==> src/rtl/apb_rw_pkg.sv <==
package apb_rw_pkg;

    typedef enum logic [1:0] {
        ST_IDLE   = 2'd0,
        ST_WAIT   = 2'd1,
        ST_LAST   = 2'd2
    } acc_state_t;

    localparam logic [15:0] RO_TAG = 16'hA5C3;

    // Identification value returned by read-only word k
    function automatic logic [31:0] ro_value(input int unsigned k);
        return {RO_TAG, 16'(k)};
    endfunction

endpackage

==> src/rtl/apb_rw_decode.sv <==
module apb_rw_decode #(
    parameter int ADDR_W = 12,
    parameter int NUM_RW = 4,
    parameter int NUM_RO = 2,
    parameter int WAIT_W = 4,
    localparam int IDX_W = ADDR_W - 2
) (
    input  logic [ADDR_W-1:0] addr,
    input  logic [WAIT_W-1:0] wait_rw,
    input  logic [WAIT_W-1:0] wait_other,
    output logic [IDX_W-1:0]  idx,
    output logic              hit_rw,
    output logic              hit_ro,
    output logic [WAIT_W-1:0] wait_sel
);
    localparam logic [IDX_W-1:0] RW_END = IDX_W'(NUM_RW);
    localparam logic [IDX_W-1:0] RO_END = IDX_W'(NUM_RW + NUM_RO);

    logic aligned;

    always_comb begin
        aligned  = (addr[1:0] == 2'b00);
        idx      = addr[ADDR_W-1:2];
        hit_rw   = aligned && (idx < RW_END);
        hit_ro   = aligned && (idx >= RW_END) && (idx < RO_END);
        wait_sel = hit_rw ? wait_rw : wait_other;
    end

    always_comb begin
        assert (!(hit_rw && hit_ro)) else $error("p_region_excl_r7");
    end
endmodule

==> src/rtl/apb_rw_waitfsm.sv <==
module apb_rw_waitfsm
    import apb_rw_pkg::*;
#(
    parameter int WAIT_W = 4
) (
    input  logic              clk,
    input  logic              rst_n,
    input  logic              psel,
    input  logic              penable,
    input  logic [WAIT_W-1:0] wait_sel,
    output logic              ready
);
    localparam logic [WAIT_W-1:0] ONE = WAIT_W'(1);

    acc_state_t        state_q, state_d;
    logic [WAIT_W-1:0] cnt_q, cnt_d;

    // State register
    always_ff @(posedge clk or negedge rst_n) begin
        if (!rst_n) begin
            state_q <= ST_IDLE;
            cnt_q   <= '0;
        end else begin
            state_q <= state_d;
            cnt_q   <= cnt_d;
        end
    end

    // Next state
    always_comb begin
        state_d = state_q;
        cnt_d   = cnt_q;
        unique case (state_q)
            ST_IDLE: begin
                if (psel && !penable) begin
                    cnt_d   = wait_sel;
                    state_d = (wait_sel == '0) ? ST_LAST : ST_WAIT;
                end
            end
            ST_WAIT: begin
                if (!psel) begin
                    state_d = ST_IDLE;
                end else begin
                    cnt_d = cnt_q - ONE;
                    if (cnt_q == ONE) state_d = ST_LAST;
                end
            end
            ST_LAST: begin
                state_d = ST_IDLE;
            end
            default: state_d = ST_IDLE;
        endcase
    end

    // Outputs
    always_comb begin
        ready = (state_q == ST_LAST);
    end

    p_single_pulse_r9: assert property (@(posedge clk) disable iff (!rst_n)
        ready |=> !ready);
    p_ready_in_access_r2: assert property (@(posedge clk) disable iff (!rst_n)
        ready |-> (psel && penable));
    p_wait_holds_r3: assert property (@(posedge clk) disable iff (!rst_n)
        (state_q == ST_WAIT && psel && cnt_q > ONE) |=> (state_q == ST_WAIT && !ready));
endmodule

==> src/rtl/apb_rw_regfile.sv <==
module apb_rw_regfile
    import apb_rw_pkg::*;
#(
    parameter int DATA_W = 32,
    parameter int NUM_RW = 4,
    parameter int NUM_RO = 2,
    parameter int IDX_W  = 10
) (
    input  logic              clk,
    input  logic              rst_n,
    input  logic              wr_en,
    input  logic [IDX_W-1:0]  idx,
    input  logic [DATA_W-1:0] wdata,
    output logic [DATA_W-1:0] rdata
);
    logic [DATA_W-1:0] store_q [NUM_RW];

    for (genvar i = 0; i < NUM_RW; i++) begin : g_rw
        always_ff @(posedge clk or negedge rst_n) begin
            if (!rst_n)                                store_q[i] <= '0;
            else if (wr_en && idx == IDX_W'(i))        store_q[i] <= wdata;
        end

        p_commit_only_r4: assert property (@(posedge clk) disable iff (!rst_n)
            (store_q[i] != $past(store_q[i])) |-> $past(wr_en && idx == IDX_W'(i)));
    end

    always_comb begin
        rdata = '0;
        for (int i = 0; i < NUM_RW; i++)
            if (idx == IDX_W'(i)) rdata = store_q[i];
        for (int k = 0; k < NUM_RO; k++)
            if (idx == IDX_W'(NUM_RW + k)) rdata = DATA_W'(ro_value(k));
    end
endmodule

==> src/rtl/apb_regbank_wait.sv <==
module apb_regbank_wait #(
    parameter int ADDR_W = 12,
    parameter int DATA_W = 32,
    parameter int NUM_RW = 4,
    parameter int NUM_RO = 2,
    parameter int WAIT_W = 4
) (
    input  logic              clk,
    input  logic              rst_n,
    input  logic              psel,
    input  logic              penable,
    input  logic              pwrite,
    input  logic [ADDR_W-1:0] paddr,
    input  logic [DATA_W-1:0] pwdata,
    input  logic [WAIT_W-1:0] cfg_wait_rw,
    input  logic [WAIT_W-1:0] cfg_wait_other,
    output logic              pready,
    output logic              pslverr,
    output logic [DATA_W-1:0] prdata
);
    localparam int IDX_W = ADDR_W - 2;

    logic [IDX_W-1:0]  idx;
    logic              hit_rw, hit_ro, bad_acc, wr_en;
    logic [WAIT_W-1:0] wait_sel;
    logic [DATA_W-1:0] rd_word;

    apb_rw_decode #(
        .ADDR_W(ADDR_W), .NUM_RW(NUM_RW), .NUM_RO(NUM_RO), .WAIT_W(WAIT_W)
    ) dec_i (
        .addr(paddr), .wait_rw(cfg_wait_rw), .wait_other(cfg_wait_other),
        .idx(idx), .hit_rw(hit_rw), .hit_ro(hit_ro), .wait_sel(wait_sel)
    );

    apb_rw_waitfsm #(.WAIT_W(WAIT_W)) fsm_i (
        .clk(clk), .rst_n(rst_n), .psel(psel), .penable(penable),
        .wait_sel(wait_sel), .ready(pready)
    );

    always_comb begin
        bad_acc = pwrite ? !hit_rw : !(hit_rw || hit_ro);
        wr_en   = psel && penable && pwrite && pready && hit_rw;
        pslverr = pready && bad_acc;
        prdata  = (pready && !pwrite && !bad_acc) ? rd_word : '0;
    end

    apb_rw_regfile #(
        .DATA_W(DATA_W), .NUM_RW(NUM_RW), .NUM_RO(NUM_RO), .IDX_W(IDX_W)
    ) rf_i (
        .clk(clk), .rst_n(rst_n), .wr_en(wr_en), .idx(idx),
        .wdata(pwdata), .rdata(rd_word)
    );

    p_err_on_complete_r8: assert property (@(posedge clk) disable iff (!rst_n)
        pslverr |-> pready);
    p_err_no_write_r7: assert property (@(posedge clk) disable iff (!rst_n)
        (pready && pslverr) |-> !wr_en);
    p_write_only_complete_r4: assert property (@(posedge clk) disable iff (!rst_n)
        wr_en |-> (pready && penable && psel));
endmodule

==> config.mk <==
export PLATFORM = sky130hd
export DESIGN_NAME = apb_regbank_wait
export DESIGN_NICKNAME = d
export VERILOG_FILES = /design/src/rtl/apb_rw_pkg.sv /design/src/rtl/apb_rw_decode.sv /design/src/rtl/apb_rw_waitfsm.sv /design/src/rtl/apb_rw_regfile.sv /design/src/rtl/apb_regbank_wait.sv
export SDC_FILE = /design/constraint.sdc
export NUM_CORES = 1
export LEC_CHECK = 0
export BUFFER_PORTS_ARGS = -buffer_cell sky130_fd_sc_hd__buf_2
export CAP_MARGIN = 25
export CORE_MARGIN = 2
export CORE_UTILIZATION = 60
export CTS_CLUSTER_DIAMETER = 100
export DETAILED_ROUTE_END_ITERATION = 10
export PLACE_DENSITY = 0.82
export SLEW_MARGIN = 20
export SYNTH_ARGS = -nofsm -noshare
export SYNTH_HDL_FRONTEND = slang
export SYNTH_HIERARCHICAL = 1
export SYNTH_SLANG_ARGS = --single-unit
export TNS_END_PERCENT = 1
==> constraint.sdc <==
create_clock -name clk -period 5.1 [get_ports clk]
set_input_delay 0.765 -clock clk [delete_from_list [all_inputs] [get_ports clk]]
set_output_delay 0.765 -clock clk [all_outputs]
set_load 0.02 [all_outputs]
# Word-level counts from Yosys, hierarchy flattened
# Cells that the tools add are included.
[classes]
addsub = 1
n_mul = 0
div_mod_pow = 0
order_cmp = 3
eq_ne = 11
shift = 0
muxes = 17
bitwise_logic = 0
n_reduce_logical = 28
[ops]
columns = ["cell", "count"]
rows = [
  ["$mux 32", 7],
  ["$eq 10x2->1 const B", 2],
  ["$eq 10x3->1 const B", 2],
  ["$lt 10x3->1 const B", 2],
  ["$logic_and 1x1->1", 15],
  ["$mux 4", 3],
  ["$eq 10x1->1 const B", 1],
  ["$ge 10x3->1 const B", 1],
  ["$logic_not 10->1", 1],
  ["$mux 2", 4],
  ["$pmux 4 s2", 1],
  ["$logic_not 1->1", 5],
  ["$eq 4x1->1 const B", 1],
  ["$logic_not 2->1", 2],
  ["$logic_not 4->1", 1],
  ["$pmux 2 s2", 1],
  ["$sub 4x1->4 const B", 1],
  ["$ne 3x2->1 const B", 1],
  ["$reduce_and 3->1", 1],
  ["$eq 2x1->1 const B", 1],
  ["$eq 2x2->1 const B", 1],
  ["$ne 2x1->1 const B", 1],
  ["$ne 2x2->1 const B", 1],
  ["$reduce_and 2->1", 1],
  ["3 further kinds", 3],
]
[word_totals]
reg_bits = 134
latch_bits = 0
mem_bits_rw = 0
rom_bits = 0
input_bits = 57
output_inout_bits = 34
elab_cells = 66
memories = 0

# Depth between registers and ports, before layout
# Gate-level depths: netlist (run 1).
[logic_depth]
ltp_word = 9
ltp_mapped = 10
ltp_nobuf = 8

# By module
# The synthesis (run 1) kept the hierarchy.
[by_module_without_submodules]
columns = ["module", "n_inst", "cells_each", "area_each_um2", "seq_area_each_um2"]
rows = [
  ["apb_rw_regfile", 1, 416, 6014.5, 3203.1],
  ["apb_regbank_wait", 1, 47, 475.5, 0.0],
  ["apb_rw_waitfsm", 1, 44, 379.1, 150.1],
  ["apb_rw_decode", 1, 21, 172.7, 0.0],
]

# Worst setup path before layout (run 1)
# OpenSTA, ideal clock, no wires.
[synth_path]
path_kind = "in2out"
from = "in paddr[8]"
to = "out prdata[0]"
arrival_ps = 3021
required_time_ps = 4335
setup_slack_ps = 1314
stages = 6
path_buffers = 2
cell_sequence = "buf_4 -> or4_4 -> or4_1 -> clkbuf_1 -> a2111oi_0 -> nor4bb_1"
[synth_rtl]
columns = ["item", "line", "text"]
rows = [
  ["start, declared", "apb_regbank_wait.sv:13", "input logic [ADDR_W-1:0] paddr,"],
  ["$logic_not 10->1", "apb_rw_regfile.sv:31", "if (idx == IDX_W'(i)) rdata = store_q[i];"],
  ["$mux 32 (4 in a row)", "apb_rw_regfile.sv:31", ""],
  ["$mux 32", "apb_rw_regfile.sv:33", "if (idx == IDX_W'(NUM_RW + k)) rdata = DATA_W'(ro_value(k));"],
  ["$mux 32 *", "apb_rw_regfile.sv:33", ""],
  ["net rd_word[0]", "apb_regbank_wait.sv:26", "logic [DATA_W-1:0] rd_word;"],
  ["$mux 32 *", "apb_regbank_wait.sv:44", "prdata = (pready && !pwrite && !bad_acc) ? rd_word : '0;"],
  ["end, declared", "apb_regbank_wait.sv:19", "output logic [DATA_W-1:0] prdata"],
]
# Mark *: on every way through the listed nets, which the timed path passes. The rest lies on a longest branch.

# Worst setup path after layout (run 1)
[layout_path]
from = "in paddr[8]"
to = "out prdata[18]"
# Same word-level chain as after synthesis.

==> results of run 1 <==
## area by class of cell
cell class,instances,area [um2]
clock buffer,20,467
clock inverter,12,151
fill,768,3310
inverter,8,30.0
multi-input combinational,335,3400
sequential,134,3350
tap,143,179
timing repair buffer,100,534
## worst reg2reg max path: stages, from the launching register on
cell	delay, ps
dfrtp_1	440
and2b_2	670
nand3_1	150
nor2_1	160
nand2_1	120
or4_2	990
buf_4	400
mux2_4	350
## cell families (layout without fill, tap and decap cells)
group / after synthesis / in the layout / synth area share, %
and+or+nand+nor: 82 / 82 / 9.79
buffers and inverters: 59 / 140 / 4.66
DFF: 134 / 134 / 47.6
adders and majority gates: 2 / 2 / 0.355
AOI/OAI and AO/OA: 56 / 56 / 5.61
muxes: 195 / 195 / 32.0
## power groups by stage
stage	clock network (mW)	registers [mW]	logic [mW]
final	1.27	1.11	0.262
after global routing	1.33	1.11	0.288
after CTS	1.28	1.11	0.261
after detailed placement	0	1.13	0.260
after global placement	0	1.12	0.247
after floorplan	0	1.12	0.174
## stage by stage
step / area, um2 / std cells / total power [mW] / hold WS (ps) / utilization [%]
2_1_floorplan: 7040 / 528 / 1.30 / 454 / -
3_3_place_gp: 7490 / 720 / 1.37 / 466 / 65.6
3_5_place_dp: 7490 / 720 / 1.39 / 483 / 65.6
4_1_cts: 8110 / 752 / 2.65 / 502 / 71.0
5_1_grt: 8110 / 752 / 2.73 / 514 / 71.0
6_report: 8110 / 752 / 2.64 / 487 / 71.0
## layer usage
metal,vias to the layer above,GRT usage (%)
met3,28,6.32
li1,2091,-
met1,2482,35.6
met2,161,44.9
met4,0,11.1
met5,-,0
## final timing paths
check / to / depth (start not counted) / slack, ps / from
max reg2reg: rf_i/store_q[12]$_DFFE_PN0P_ / 7 / 1710 / fsm_i/state_q[0]$_DFFE_PN0P_
max: prdata[18] / 6 / 1270 / paddr[8]
min reg2reg: rf_i/store_q[102]$_DFFE_PN0P_ / 1 / 500 / rf_i/store_q[102]$_DFFE_PN0P_
min: fsm_i/cnt_q[1]$_DFFE_PN0P_ / 2 / 490 / rst_n
max in group asynchronous: rf_i/store_q[69]$_DFFE_PN0P_ / 2 / 4120 / rst_n
min in group clk: rf_i/store_q[102]$_DFFE_PN0P_ / 1 / 500 / rf_i/store_q[102]$_DFFE_PN0P_
## synthesized netlist by cell type (2+ instances only)
library cell	n	area (um2)
or4_4	2	22.5
nand2_1	12	45.0
and2b_2	2	17.5
nor4bb_2	10	163
nand2b_1	2	12.5
o21ai_0	14	70.1
buf_2	13	65.1
mux2_4	30	450
a2111oi_0	2	17.5
a221oi_1	23	201
or4_1	3	22.5
nor4bb_1	22	220
buf_1	3	11.3
ha_1	2	25.0
a21oi_1	12	60.1
nor2_1	10	37.5
clkbuf_1	18	67.6
nor4_2	4	50.1
mux2_2	113	1270
mux2_1	6	67.6
dfrtp_1	134	3350
nor3_1	3	15.0
buf_6	7	78.8
nor3b_1	2	15.0
inv_1	7	26.3
mux2i_1	46	460
buf_4	10	75.1
nor2b_1	2	12.5
## registers in the layout (all words and copies together) (netlist names)
name           flops
fsm_i/state_q      2
fsm_i/cnt_q        4
rf_i/store_q     128
==> flow_summary.ini, run 1 <==
[yosys]
avgSynthCellArea_um2 = 13.3
synth_edf_count = 0
netlist_instances = 528
async_reset_ff_share_pct = 100
synth_nets = 587
syn_area_um2 = 7040
yosysSeqAreaShare_pct = 47.6
synth_cell_types = 42
synth-seq-cells = 134
yosysWarnings = 6
ys.flop_type = dfrtp_1

[clock_network]
numCtsBuffers = 17
cts_resized = 0
clk_latency_ps = 420
cts_tree = yes
cts_hold_buffers = 0
clockBufferDepth = 2
post_cts.repair.setup_buffers = 0
clkTransAtPathRegs_ps = 50
clkSinkCount = 134
htree_levels = 4
root_buffer = clkbuf_16

[cells_and_area]
mostFrequentLayoutCells = dfrtp_1, mux2_2, buf_2
final_common_cell = dfrtp_1
n_antenna_cell = 0
drive_gt1_share_pct = 49.4
area_growth_pct = 15.2
layout.nets = 655

[timing]
tightestPinTransition_ps = 1020
fin_crit_ps = 3830
period_share_pct = 75.0
setup_violations = 0
maxSlewViolCount = 0
finalHoldViolCount = 0
tns_ps = 0
grt_setup_unrepaired = false
slew_headroom_pct = 31.9
fin_ws_ps = 1270
clock-skew-final_ps = 5.51
max_freq_ghz = 0.261

[power_and_ir_drop]
p_clk_share_pct = 48.0
p_leak_nw = 4.04
power.internal_mw = 1.99
p_sw_uw = 647
p_seq_share_pct = 42.0
pwr-share-comb_pct = 9.9
p_per_area_nw_per_um2 = 325
switching_share_pct = 24.5
ir_drop_mv = 0.257

[placed_design]
gp_congestion = 0.801
dp_hpwl_mm = 10.3
portBuffers = 90
dp_slack_ps = 1330

[routing]
wl_per_cell_um = 22.2
drc_errors = 0
drt-total-wl_mm = 16.7
met2_length_mm = 8.59
drt-initial-drc-count = 294
met1_length_mm = 6.99
routed_via_density = 6.33
top_layer_used = met4
ant_nets = 0
drtPass1Iterations = 5
vias = 4762
met3_length_um = 869

[critical_path]
path_cells = buf_2 -> or4_4 -> or2_2 -> a221oi_1 -> nor4bb_1 -> buf_2
path_max_fanout = 23
crit_family = simple AND/OR/NAND/NOR gates
critical_path_class = in2out
critical_path.max_stage_delay_ps = 610
setup.worst_path.start_class = primary input
worstPathArrival_ps = 3060
worstSetupEndpointType = primary output
critPathMostFrequentCell = buf_2
worst_ep_required_time_ps = 4340
cp_num_buf_inv = 2
crit_path_top_delay_cell = or4_4

[status]
outcome = completed

[run]
cap_violations = 0

[floorplan]
ioPinCount = 91
die_w_um = 112
num_rows = 39
die-area_um2 = 12600
start_util_pct = 61.7
core_um2 = 11400
die_y_um = 112

[hold_path]
min_path_type = in2async

[global_routing]
antenna_found_initial = 0
grt_pass1_vias = 5118
grt_pass1_wl_mm = 26.9
grt_max_degree = 81
grt_usage_pct = 27.4
overflow = 0
Note: power is estimated with default switching activity, not from simulation.
==> inputs of run 2 (changes only) <==
--- a/config.mk
+++ b/config.mk
@@ -8,10 +8,10 @@
 export BUFFER_PORTS_ARGS = -buffer_cell sky130_fd_sc_hd__buf_2
 export CAP_MARGIN = 25
 export CORE_MARGIN = 2
-export CORE_UTILIZATION = 60
+export CORE_UTILIZATION = 53
 export CTS_CLUSTER_DIAMETER = 100
 export DETAILED_ROUTE_END_ITERATION = 10
-export PLACE_DENSITY = 0.82
+export PLACE_DENSITY = 0.77
 export SLEW_MARGIN = 20
 export SYNTH_ARGS = -nofsm -noshare
 export SYNTH_HDL_FRONTEND = slang
==> constraint.sdc (replaced) <==
create_clock -name clk -period 3.3 [get_ports clk]
set_input_delay 0.495 -clock clk [delete_from_list [all_inputs] [get_ports clk]]
set_output_delay 0.495 -clock clk [all_outputs]
set_load 0.02 [all_outputs]
==> flow_summary.ini, run 2 (synthesized netlist as in run 1, its figures left out) <==
[power_and_ir_drop]
pwr-share-comb_pct = 10.2
ir_drop_mv = 0.419
p_sw_mw = 1.02
power_mw = 3.99
p_seq_share_pct = 43.0
switching_share_pct = 25.4
p_leak_nw = 4.10
power.internal_mw = 2.98
p_clk_share_pct = 46.8
p_per_area_nw_per_um2 = 484

[floorplan]
die_w_um = 119
ioPinCount = 91
die_y_um = 119
core_um2 = 13100
start_util_pct = 53.8
num_rows = 42
die-area_um2 = 14200

[timing]
max_freq_ghz = 0.316
maxSlewViolCount = 0
period_share_pct = 95.8
slew_headroom_pct = 32.4
tightestPinTransition_ps = 1010
fin_crit_ps = 3160
clock-skew-final_ps = 8.97
finalHoldViolCount = 0
setup_violations = 0
grt_setup_unrepaired = false
tns_ps = 0

[clock_network]
cts_tree = yes
htree_levels = 4
clkSinkCount = 134
cts_resized = 0
numCtsBuffers = 17
clk_latency_ps = 420
clockBufferDepth = 2
root_buffer = clkbuf_16
cts_hold_buffers = 0
post_cts.repair.setup_buffers = 0
clkTransAtPathRegs_ps = 60

[cells_and_area]
area_growth_pct = 17.2
fin_util_pct = 63.1
largestRegisters = rf_i/store_q (128), fsm_i/cnt_q (4), fsm_i/state_q (2)
fin_area_um2 = 8250
top_register = rf_i/store_q
layout.nets = 670
largest_reg_flops = 128
final_common_cell = dfrtp_1
mostFrequentLayoutCells = dfrtp_1, mux2_2, buf_2
drive_gt1_share_pct = 50.6
fin_cells = 801
fillCellCount = 976

[routing]
drtPass1Iterations = 5
ant_nets = 0
vias = 4716
drt-total-wl_mm = 16.3
wl_per_cell_um = 20.4
drt-initial-drc-count = 322
drc_errors = 0
routed_via_density = 5.89

[critical_path]
setup.worst_path.start_class = primary input
critPathLaunch = paddr[8]
rr_endpoint = rf_i/store_q[21]$_DFFE_PN0P_
critical_path_class = in2out
r2r_start = fsm_i/state_q[0]$_DFFE_PN0P_
worstSetupEndpointType = primary output
path_max_fanout = 3
worst_ep_required_time_ps = 2800
worstPathArrival_ps = 2670
r2r_slack_ps = 950
ff2ff_path_depth = 7

[global_routing]
grt_pass1_vias = 5123
antenna_found_initial = 2
grt_usage_pct = 24.1
grt_max_degree = 93
grt_pass1_wl_mm = 26.7
overflow = 0

[placed_design]
dp.cells = 768
placed_cell_area_um2 = 7650
dp_hpwl_mm = 10.5
portBuffers = 90
gp_congestion = 0.750

[run]
cap_violations = 0

[status]
outcome = completed

[hold_path]
min_path_type = in2async
==> run 2: cell types whose count changed in the layout (fill, tap and decap cells not counted), sizes merged <==
| cell | change |
|---|---|
| clkinv | +4 |
| clkbuf | -2 |
| inv | +1 |
| clkinvlp | -2 |
| bufinv | -1 |
| diode | +1 |
| buf | +15 |
==> run 2: metrics by stage <==
stage | setup WS (ps) | hold slack [ps]
3_5_place_dp | 138 | 476
4_1_cts | 122 | 83.1
3_3_place_gp | 182 | 463
6_report | 140 | 81.6
2_1_floorplan | 53.6 | 199
5_1_grt | 6.92 | 108
==> run 2: area by class of cell <==
cell class,instances,area [um2],share of cell area [%]
Antenna cell,1,2.50,0.0303
Clock buffer,18,439,5.32
Clock inverter,14,154,1.87
Inverter,8,30.0,0.364
Multi-Input combinational cell,335,3400,41.2
Sequential cell,134,3350,40.6
Tap cell,176,220,2.67
Timing Repair Buffer,115,656,7.95
==> run 2: metal layers <==
layer  wire, um  track usage [%]
met2       8190             39.3
met4        293             10.0
met5         11                0
met1       7100             31.6
met3        717             4.74
==> run 2: power by group through the flow <==
stage	clock (mW)	sequential, mW	combinational (mW)
3_5_place_dp	0	1.74	0.409
3_3_place_gp	0	1.74	0.393
6_report	1.87	1.72	0.409
5_1_grt	1.97	1.72	0.452
2_1_floorplan	0	1.73	0.269
4_1_cts	1.90	1.72	0.410
==> run 2: critical path, stage by stage <==
cell	delay [ps]
buf_2	110
or4_4	540
or4_1	470
a2111oi_0	370
nor4bb_1	440
buf_2	240
==> run 2: worst max-delay path by stage <==
stage,endpoint,cells after the start
6_report,prdata[0],6
5_1_grt,prdata[4],7
4_1_cts,prdata[0],6
3_5_place_dp,prdata[16],7
3_3_place_gp,prdata[3],7
2_1_floorplan,prdata[0],6
==> inputs of run 3 (changes only) <==
--- a/config.mk
+++ b/config.mk
@@ -12,6 +12,7 @@
 export CTS_CLUSTER_DIAMETER = 100
 export DETAILED_ROUTE_END_ITERATION = 10
 export PLACE_DENSITY = 0.77
+export REMOVE_ABC_BUFFERS = 1
 export SLEW_MARGIN = 20
 export SYNTH_ARGS = -nofsm -noshare
 export SYNTH_HDL_FRONTEND = slang
==> flow_summary.ini, run 3 (synthesized netlist as in run 1, its figures left out) <==
[critical_path]
worst_ep_required_time_ps = 2800
r2r_start = fsm_i/state_q[0]$_DFFE_PN0P_
ff2ff_path_depth = 7
path_max_fanout = 3
r2r_slack_ps = 980
setup.worst_path.start_class = primary input
rr_endpoint = rf_i/store_q[17]$_DFFE_PN0P_
worstSetupEndpointType = primary output
critical_path_class = in2out
worstPathArrival_ps = 2680

[cells_and_area]
ff_latch_area_um2 = 3350
layout.nets = 672
top_register = rf_i/store_q
largestRegisters = rf_i/store_q (128), fsm_i/cnt_q (4), fsm_i/state_q (2)
largest_reg_flops = 128
area_growth_pct = 17.7
drive_gt1_share_pct = 49.8
fin_area_um2 = 8290
mostFrequentLayoutCells = dfrtp_1, mux2_2, buf_2
final_common_cell = dfrtp_1
fillCellCount = 991
multiInputGateArea_um2 = 3400

[routing]
drc_errors = 0
drtPass1Iterations = 4
drt-total-wl_mm = 16.2
vias = 4697
ant_nets = 0
routed_via_density = 5.86
drt-initial-drc-count = 215
wl_per_cell_um = 20.2

[clock_network]
cts_resized = 0
clkSinkCount = 134
numCtsBuffers = 17
root_buffer = clkbuf_16
clkTransAtPathRegs_ps = 60
cts_hold_buffers = 0
post_cts.repair.setup_buffers = 0
cts_tree = yes
clk_latency_ps = 410
htree_levels = 4
clockBufferDepth = 2

[timing]
tns_ps = 0
setup_violations = 0
period_share_pct = 96.1
grt_setup_unrepaired = false
fin_crit_ps = 3170
finalHoldViolCount = 0
clock-skew-final_ps = 3.57
tightestPinTransition_ps = 1050
whs_ps = 29.3
max_freq_ghz = 0.315
maxSlewViolCount = 0
slew_headroom_pct = 30.1
fin_ws_ps = 128

[floorplan]
start_util_pct = 53.8
core_um2 = 13100
ioPinCount = 91
die_w_um = 119
num_rows = 42
die_y_um = 119
die-area_um2 = 14200

[power_and_ir_drop]
ir_drop_mv = 0.369
p_leak_nw = 4.12
power_mw = 3.90
p_per_area_nw_per_um2 = 470

[global_routing]
grt_usage_pct = 23.6
antenna_found_initial = 1
grt_pass1_vias = 4983
overflow = 0
grt_max_degree = 70
grt_pass1_wl_mm = 25.8

[hold_path]
min_path_type = in2async

[placed_design]
dp_hpwl_mm = 10.6
dp_slack_ps = 198
placed_cell_area_um2 = 7730
gp_congestion = 0.808
portBuffers = 90

[status]
outcome = completed

[run]
cap_violations = 0
## run 3: cell types whose count changed in the layout (fill, tap and decap cells not counted), moves of 3 or more
| cell | change |
|---|---|
| clkbuf_1 | +6 |
| clkbuf_8 | +4 |
| buf_4 | -3 |
| buf_12 | +3 |
| clkinvlp_4 | -3 |
| clkinv_4 | -6 |
## run 3: report_power, final
group	switching [mW]	leakage, nW	internal (mW)
registers	0.0368	1.86	1.68
logic	0.245	1.98	0.168
clock network	0.637	0.274	1.13
## run 3: how the worst max path moves through the flow
stage / from / endpoint / slack, ps / depth (start not counted)
2_1_floorplan: paddr[8] / rf_i/store_q[100]$_DFFE_PN0P_ / -410 / 8
3_3_place_gp: paddr[8] / prdata[0] / 240 / 7
3_5_place_dp: paddr[8] / prdata[0] / 200 / 7
4_1_cts: paddr[8] / prdata[0] / 200 / 7
5_1_grt: paddr[8] / prdata[0] / 120 / 7
6_report: paddr[8] / prdata[0] / 130 / 7
## run 3: through the flow
stage	std cells	util [%]
after floorplan	477	-
after global placement	769	58.9
after detailed placement	770	59.1
after CTS	801	63.3
after global routing	802	63.4
final	802	63.4
## run 3: final cells by class
cell class,count,area share (%)
Multi-Input combinational cell,335,41.0
Sequential cell,134,40.4
Timing Repair Buffer,117,8.83
Clock buffer,28,6.23
Tap cell,176,2.66
Clock inverter,3,0.483
Inverter,8,0.362
Antenna cell,1,0.0302
## run 3: per-layer routing
metal  track usage (%)  vias to the layer above  wire length, um
li1                  -                     2129                -
met1              31.3                     2418             7040
met2              38.0                      135             7940
met3              6.37                       15              995
met4              6.92                        0              197
met5                 0                        -                0
## run 3: worst max-delay path, cell delays in order
cell       delay [ps]
buf_2             120
or4_4             540
or4_1             500
a2111oi_0         340
nor4bb_1          350
buf_4             180
buf_2             160
